<file path="src/rtl/rsub_div_pkg.sv">
package rsub_div_pkg;

  typedef enum logic [2:0] {
    ST_IDLE  = 3'd0,
    ST_CHECK = 3'd1,
    ST_SUB   = 3'd2,
    ST_FIX   = 3'd3,
    ST_FIN   = 3'd4
  } div_state_e;

endpackage

</file>
<file path="src/rtl/rsub_ctrl.sv">
module rsub_ctrl
  import rsub_div_pkg::*;
(
  input  logic clk,
  input  logic rst_n,
  input  logic start,
  input  logic dsr_zero,
  input  logic rem_lt_dsr,
  input  logic diff_borrow,
  input  logic diff_zero,
  output logic do_load,
  output logic do_err,
  output logic do_sub,
  output logic do_fix,
  output logic busy,
  output logic done
);

  div_state_e st_q, st_d;

  always_ff @(posedge clk or negedge rst_n) begin
    if (!rst_n) st_q <= ST_IDLE;
    else        st_q <= st_d;
  end

  always_comb begin
    st_d    = st_q;
    do_load = 1'b0;
    do_err  = 1'b0;
    do_sub  = 1'b0;
    do_fix  = 1'b0;
    case (st_q)
      ST_IDLE: begin
        if (start) begin
          do_load = 1'b1;
          st_d    = ST_CHECK;
        end
      end
      ST_CHECK: begin
        if (dsr_zero) begin
          do_err = 1'b1;
          st_d   = ST_FIN;
        end else if (rem_lt_dsr) begin
          st_d = ST_FIN;
        end else begin
          st_d = ST_SUB;
        end
      end
      ST_SUB: begin
        do_sub = 1'b1;
        if (diff_borrow)    st_d = ST_FIX;
        else if (diff_zero) st_d = ST_FIN;
        else                st_d = ST_SUB;
      end
      ST_FIX: begin
        do_fix = 1'b1;
        st_d   = ST_FIN;
      end
      ST_FIN:  st_d = ST_IDLE;
      default: st_d = ST_IDLE;
    endcase
  end

  assign busy = (st_q != ST_IDLE);
  assign done = (st_q == ST_FIN);

endmodule

</file>
<file path="src/rtl/rsub_datapath.sv">
module rsub_datapath #(
  parameter int W = 8
) (
  input  logic         clk,
  input  logic         rst_n,
  input  logic         do_load,
  input  logic         do_err,
  input  logic         do_sub,
  input  logic         do_fix,
  input  logic [W-1:0] dividend,
  input  logic [W-1:0] divisor,
  output logic         dsr_zero,
  output logic         rem_lt_dsr,
  output logic         diff_borrow,
  output logic         diff_zero,
  output logic         ev_overshoot,
  output logic [W-1:0] dsr_out,
  output logic [W-1:0] quot_out,
  output logic [W-1:0] rem_out,
  output logic         err_out
);

  localparam int RW = W + 1;

  // One trial subtraction in a widened word; the top bit is the borrow.
  function automatic logic [RW-1:0] sub_step(input logic [W-1:0] r,
                                             input logic [W-1:0] d);
    return {1'b0, r} - {1'b0, d};
  endfunction

  // Undo an overshoot: wraps modulo 2**RW back to the non-negative value.
  function automatic logic [RW-1:0] add_back(input logic [RW-1:0] r,
                                             input logic [W-1:0]  d);
    return r + {1'b0, d};
  endfunction

  logic [RW-1:0] rem_q;
  logic [W-1:0]  quo_q;
  logic [W-1:0]  dsr_q;
  logic          err_q;
  logic [RW-1:0] diff;

  assign diff         = sub_step(rem_q[W-1:0], dsr_q);
  assign diff_borrow  = diff[W];
  assign diff_zero    = (diff == '0);
  assign dsr_zero     = (dsr_q == '0);
  assign rem_lt_dsr   = (rem_q[W-1:0] < dsr_q);
  assign ev_overshoot = do_sub & diff_borrow;

  always_ff @(posedge clk or negedge rst_n) begin
    if (!rst_n) begin
      rem_q <= '0;
      quo_q <= '0;
      dsr_q <= '0;
      err_q <= 1'b0;
    end else if (do_load) begin
      rem_q <= {1'b0, dividend};
      quo_q <= '0;
      dsr_q <= divisor;
      err_q <= 1'b0;
    end else if (do_err) begin
      rem_q <= '0;
      quo_q <= '1;
      err_q <= 1'b1;
    end else if (do_sub) begin
      rem_q <= diff;
      quo_q <= quo_q + 1'b1;
    end else if (do_fix) begin
      rem_q <= add_back(rem_q, dsr_q);
      quo_q <= quo_q - 1'b1;
    end
  end

  assign dsr_out  = dsr_q;
  assign quot_out = quo_q;
  assign rem_out  = rem_q[W-1:0];
  assign err_out  = err_q;

endmodule

</file>
<file path="src/rtl/rsub_divider.sv">
module rsub_divider #(
  parameter int W = 8
) (
  input  logic         clk,
  input  logic         rst_n,
  input  logic         start,
  input  logic [W-1:0] dividend,
  input  logic [W-1:0] divisor,
  output logic         busy,
  output logic         done,
  output logic         div_err,
  output logic [W-1:0] quotient,
  output logic [W-1:0] remainder
);

  logic do_load, do_err, do_sub, do_fix;
  logic dsr_zero, rem_lt_dsr, diff_borrow, diff_zero;
  logic ev_overshoot;
  logic ev_fix;
  logic [W-1:0] dsr_q;

  rsub_ctrl u_ctrl (
    .clk        (clk),
    .rst_n      (rst_n),
    .start      (start),
    .dsr_zero   (dsr_zero),
    .rem_lt_dsr (rem_lt_dsr),
    .diff_borrow(diff_borrow),
    .diff_zero  (diff_zero),
    .do_load    (do_load),
    .do_err     (do_err),
    .do_sub     (do_sub),
    .do_fix     (do_fix),
    .busy       (busy),
    .done       (done)
  );

  rsub_datapath #(.W(W)) u_dp (
    .clk         (clk),
    .rst_n       (rst_n),
    .do_load     (do_load),
    .do_err      (do_err),
    .do_sub      (do_sub),
    .do_fix      (do_fix),
    .dividend    (dividend),
    .divisor     (divisor),
    .dsr_zero    (dsr_zero),
    .rem_lt_dsr  (rem_lt_dsr),
    .diff_borrow (diff_borrow),
    .diff_zero   (diff_zero),
    .ev_overshoot(ev_overshoot),
    .dsr_out     (dsr_q),
    .quot_out    (quotient),
    .rem_out     (remainder),
    .err_out     (div_err)
  );

  assign ev_fix = do_fix;

endmodule

</file>
<file path="config.mk">
export PLATFORM = sky130hd
export DESIGN_NAME = rsub_divider
export DESIGN_NICKNAME = d
export VERILOG_FILES = /design/src/rtl/rsub_div_pkg.sv /design/src/rtl/rsub_ctrl.sv /design/src/rtl/rsub_datapath.sv /design/src/rtl/rsub_divider.sv
export SDC_FILE = /design/constraint.sdc
export NUM_CORES = 1
export LEC_CHECK = 0
export BUFFER_PORTS_ARGS = -buffer_cell sky130_fd_sc_hd__buf_4
export CAP_MARGIN = 10
export CORE_ASPECT_RATIO = 1.25
export CORE_MARGIN = 2
export CORE_UTILIZATION = 51
export DETAILED_ROUTE_END_ITERATION = 7
export PLACE_DENSITY = 0.83
export SLEW_MARGIN = 20
export SYNTH_ARGS = -nofsm -noshare
export SYNTH_HDL_FRONTEND = slang
export SYNTH_SLANG_ARGS = --single-unit
</file>
<file path="constraint.sdc">
create_clock -name clk -period 3.6 [get_ports clk]
set_input_delay 0.36 -clock clk [delete_from_list [all_inputs] [get_ports clk]]
set_output_delay 0.36 -clock clk [all_outputs]
set_load 0.1 [all_outputs]
</file>
# [After elaboration in Yosys (flattened, before gate mapping)]
# Cells that the tools add are included.
[op_classes] addsub=4 magnitude_cmp=1 n_eq_ne=5 n_mux=22 reduce_logical=6
[op_table] cell="2-to-1 mux 9 bit" count=4
[op_table] cell="2-to-1 mux 8 bit" count=4
[op_table] cell="2-to-1 mux 3 bit" count=5
[op_table] cell="case mux 3 bit (4 select lines)" count=1
[op_table] cell="adder 9 x 8 -> 9 bit" count=1
[op_table] cell="logical NOT 9 bit" count=1
[op_table] cell="subtractor 8 x 8 -> 9 bit" count=1
[op_table] cell="adder 8 x 1 -> 8 bit, second input constant" count=1
[op_table] cell="logical NOT 8 bit" count=1
[op_table] cell="less-than comparator 8 bit" count=1
[op_table] cell="2-to-1 mux 1 bit" count=8
[op_table] cell="subtractor 8 x 1 -> 8 bit, second input constant" count=1
[op_table] cell="== test 3 x 2 -> 1 bit, second input constant" count=2
[op_table] cell="nonzero test 4 bit" count=1
[op_table] cell="== test 3 x 1 -> 1 bit, second input constant" count=1
[op_table] cell="== test 3 bit, second input constant" count=1
[op_table] cell="logical NOT 3 bit" count=1
[op_table] cell="nonzero test 3 bit" count=1
[op_table] cell="!= test 2 bit, second input constant" count=1
[op_table] cell="nonzero test 2 bit" count=1
[totals] register_bits=29 in_bits=19 wordCells=43

# [Longest topological paths before layout]
[depth] word_depth=6 depth_mapped=11 ltp_nobuf=10

# [Modules after synthesis]
# A second synthesis with hierarchy kept.
[unflattened] hier_cells=275 hier_area_um2=2333.5
[modules_own_cells] module="rsub_datapath" instances=1 cells_per_inst=256 area_each_um2=2143.3
[modules_own_cells] module="rsub_ctrl" instances=1 cells_per_inst=19 area_each_um2=190.2

# [Least setup slack after synthesis]
# No wires, ideal clock.
[synth_path] path_kind="register to output" startpoint="register u_ctrl.st_q[2]" endpoint="output port done" t_arrival_ps=2530 required_time_ps=3240 slack_ps=710 path_stages_with_launch=3 path_buffers=0 cell_sequence="dfrtp_1 inv_1 nor3_1"
[synth_via] elab_chain_cells=1
[synth_rtl] item="from (decl)" line="rsub_ctrl.sv:19" source="div_state_e st_q, st_d;"
[synth_rtl] item="from (signal assigned)" line="rsub_ctrl.sv:23" source="else st_q <= st_d;"
[synth_rtl] item="== test 3 bit" line="rsub_ctrl.sv:65" source="assign done = (st_q == ST_FIN);"
[synth_rtl] item="to (decl)" line="rsub_divider.sv:10" source="output logic done,"
# No other way between the ends.

# [Worst setup path in the final report]
[layout_path] startpoint="register u_ctrl.st_q[1]" endpoint="register u_dp.quo_q[7] (netlist: u_dp.quot_out[7])"
[layout_via] elab_chain_cells=5 word_cells_on_any_way=12 classes_between="3 x eq/ne; 7 x mux; 2 x reduce/logical"
[layout_rtl] item="== test 3 x 2 -> 1 bit" line="rsub_ctrl.sv:32" source="case (st_q)"
[layout_rtl] item="2-to-1 mux 1 bit" line="rsub_ctrl.sv:32"
[layout_rtl] item="2-to-1 mux 8 bit" line="rsub_datapath.sv:65" source="end else if (do_sub) begin"
[layout_rtl] item="2-to-1 mux 8 bit" line="rsub_datapath.sv:61" source="end else if (do_err) begin"
[layout_rtl] item="2-to-1 mux 8 bit" line="rsub_datapath.sv:56" source="end else if (do_load) begin"
[layout_rtl] item="to (signal assigned)" line="rsub_datapath.sv:67" source="quo_q <= quo_q + 1'b1;"
[layout_rtl] item="to (signal assigned)" line="rsub_datapath.sv:70" source="quo_q <= quo_q - 1'b1;"
[layout_rtl] item="to (decl)" line="rsub_datapath.sv:38" source="logic [W-1:0] quo_q;"
# Several ways; a longest one is shown, not always the timed one.
# A chain may end at the register's enable or synchronous reset.

==> impl_metrics.json <==
{
  "run_status": "finished, violations left",
  "failed_checks": "hold timing",
  "yosys-top-cells-count": "nand2_1, dfrtp_1, o21ai_0",
  "critical_path.max_stage_delay_ps": 510,
  "tritoncts_clock_tree": "done",
  "synthesis.instances": 265,
  "final-seq-area_sq_um": 701,
  "post-dp-hpwl_microns": 4010,
  "top_cell_type_by_total_area_after_synthesis": "dfrtp_1",
  "worst-path-max-fanout": 9,
  "floorplan.die.height_microns": 79.0,
  "tightest_slew_ps": 823,
  "globalRoute.totalOverflow": 0,
  "synth.most_common_cell": "nand2_1",
  "fillers": 396,
  "path_delay_family": "simple AND/OR/NAND/NOR gates",
  "maxClockFrequency_ghz": 0.349,
  "clock_sinks": 28,
  "fin_crit_ps": 2860,
  "crit_path_end_kind": "register",
  "maximum_number_of_pins_on_one_net_before_global_route_repair": 29,
  "dpl_cell_area_sq_mm": 0.00257,
  "rsz0062_at_grt": "no",
  "drc_errors": 0,
  "clk_pin_slew_worst_paths_ps": 90,
  "drt-wirelength-per-cell_microns": 15.1,
  "critical_path_cell_list": "or3b_1, ha_1, and3_1, a221o_1, o41ai_4, xnor2_1, or3_1, a31oi_1",
  "initial_utilization_pct": 52.6,
  "wire_length_of_the_first_global_routing_pass_microns": 8910,
  "finalInstanceArea_sq_mm": 0.00261,
  "postSynth.asyncResetShare_pct": 100,
  "cts_max_path_buffers": 2,
  "holdCritPathClass": "input port to asynchronous set/reset pin",
  "max-slew-margin-rel_pct": 45.1,
  "finalHoldViolCount": 28,
  "tritoncts_buffers": 3,
  "drt_first_pass_iters": 4,
  "io_buffers": 37,
  "cts_root_buf": "clkbuf_8",
  "setup_total_negative_slack_ps": 0,
  "num_rows": 27,
  "critical_path_arrival_ps": 3070,
  "hold_buffer_count_at_cts": 0,
  "timing.critical_path.slowest_stage_cell": "dfrtp_1",
  "synthesis.nets": 309,
  "path_buf_inv": 0,
  "total_routed_wirelength_microns": 5310,
  "yosysSeqAreaShare_pct": 30.6,
  "synth.distinct_cells": 47,
  "clock_latency_ps": 280,
  "num_vias": 2078,
  "fin_worst_skew_ps": 1.94,
  "fp.coreArea_sq_mm": 0.00436,
  "crit_share_post_route_pct": 79.6,
  "ys.flop_type": "dfrtp_1",
  "timing.setup.critical_path_class": "register to register",
  "critPathLaunchType": "register",
  "setup_viol_count_final": 0,
  "avgViaCountPerCell": 5.90,
  "post_route_cells_drive_above_1_share_pct": 17.7,
  "ys_seq_elements": 28,
  "post_cts.repair.setup_buffers": 0,
  "ant_nets": 0,
  "multi_input_comb_area_sq_mm": 0.00142,
  "fp.dieArea_sq_mm": 0.00505,
  "die_w_microns": 64.0,
  "pin_count": 38,
  "syn2layout_area_growth_pct": 13.8,
  "hold-worst-slack_ps": -18.4,
  "slew_viol_final": 0,
  "synth_top_cells_by_area": "dfrtp_1, ha_1, nand2_1",
  "htreeDepth": 1,
  "post_synth.cell_area_avg_sq_um": 8.65,
  "initialDrtViolationCount": 87,
  "mappedNetlistArea_sq_mm": 0.00229,
  "post_cts_resize_count": 0,
  "gr-usage-all-layers_pct": 22.2,
  "number_of_antenna_violations_at_the_first_check_in_global_routing": 0,
  "wp_data_required_ps": 3800,
  "synth.top_cell.area_share_pct": 30.6,
  "first_global_vias": 2000,
  "timing.max_cap.violations": 0,
  "gpl.final_weighted_congestion": 0.898,
  "yosysWarningCount": 0,
  "antennaDiodeCount": 0,
  "nets": 340,
  "synth_enable_flop_cells": 0
}
## kinds of logic after synthesis
family / count (synthesis) / share of synthesized area (%)
flip-flops: 28 / 30.6
buffers and inverters: 30 / 7.48
XOR/XNOR: 13 / 4.97
adder cells (fa/ha/maj): 25 / 14.6
AO/OA/AOI/OAI: 77 / 22.5
multiplexers: 3 / 1.31
AND/OR/NAND/NOR: 89 / 18.6
## layout by cell type (no fill, tap or decap), types with 4 or more instances in the layout
cell,n
buf_4,40
nand2_1,32
dfrtp_1,28
o21ai_0,23
ha_1,22
a21oi_1,17
nor2_1,16
inv_1,15
nor3_1,9
xnor2_1,7
nand3_1,7
a31oi_1,7
nor2b_1,6
xor2_1,6
a211oi_1,4
## routing by layer
layer	up-vias	wire length [microns]	track usage (%)
li1	1002	-	-
met1	1021	2260	26.4
met2	44	2800	40.3
met3	11	135	2.27
met4	0	116	9.57
met5	-	0	0
## worst reg2reg max path, cell delays in order, from the launching register on
cell and delay (ps):
dfrtp_1 510, or3b_1 490, ha_1 390, and3_1 190
a221o_1 380, o41ai_4 230, xnor2_1 110, or3_1 310
a31oi_1 180
## state kept, by name, summed over array words and instances (netlist names)
register	count
u_ctrl.st_q	3
u_dp.quot_out	8
u_dp.err_out	1
u_dp.dsr_out	8
u_dp.rem_q	8
## final timing paths
check	startpoint	to	depth (start not counted)	slack, ps
setup / recovery	u_ctrl.st_q[1]	u_dp.quot_out[7]	8	740
hold / removal	rst_n	u_dp.rem_q[3]	1	-20
setup reg to reg	u_ctrl.st_q[1]	u_dp.quot_out[7]	8	740
hold reg to reg	u_dp.err_out	u_dp.err_out	2	510
max in group asynchronous	rst_n	u_dp.quot_out[2]	1	3350
min in group clk	divisor[0]	u_dp.dsr_out[0]	3	270
## cell type report
type / instances / share of cell area, %
Clock buffer: 3 / 1.58
Inverter: 16 / 2.78
Multi-Input combinational cell: 207 / 54.5
Sequential cell: 28 / 26.9
Tap cell: 58 / 2.78
Timing Repair Buffer: 40 / 11.5
## metrics by stage
| stage | worst slack (ps) | hold slack (ps) | instances | utilization (%) |
|---|---|---|---|---|
| global placement | 867 | 300 | 349 | 58.9 |
| global route | 597 | 16.5 | 352 | 59.8 |
| detailed placement | 785 | 307 | 349 | 58.9 |
| CTS | 740 | 0.0221 | 352 | 59.8 |
| floorplan | 710 | 64.4 | 265 | - |
| finish | 736 | -18.4 | 352 | 59.8 |
Power is not shown: default switching activity piles up to over one toggle a cycle in this logic, so the estimate is an artifact.
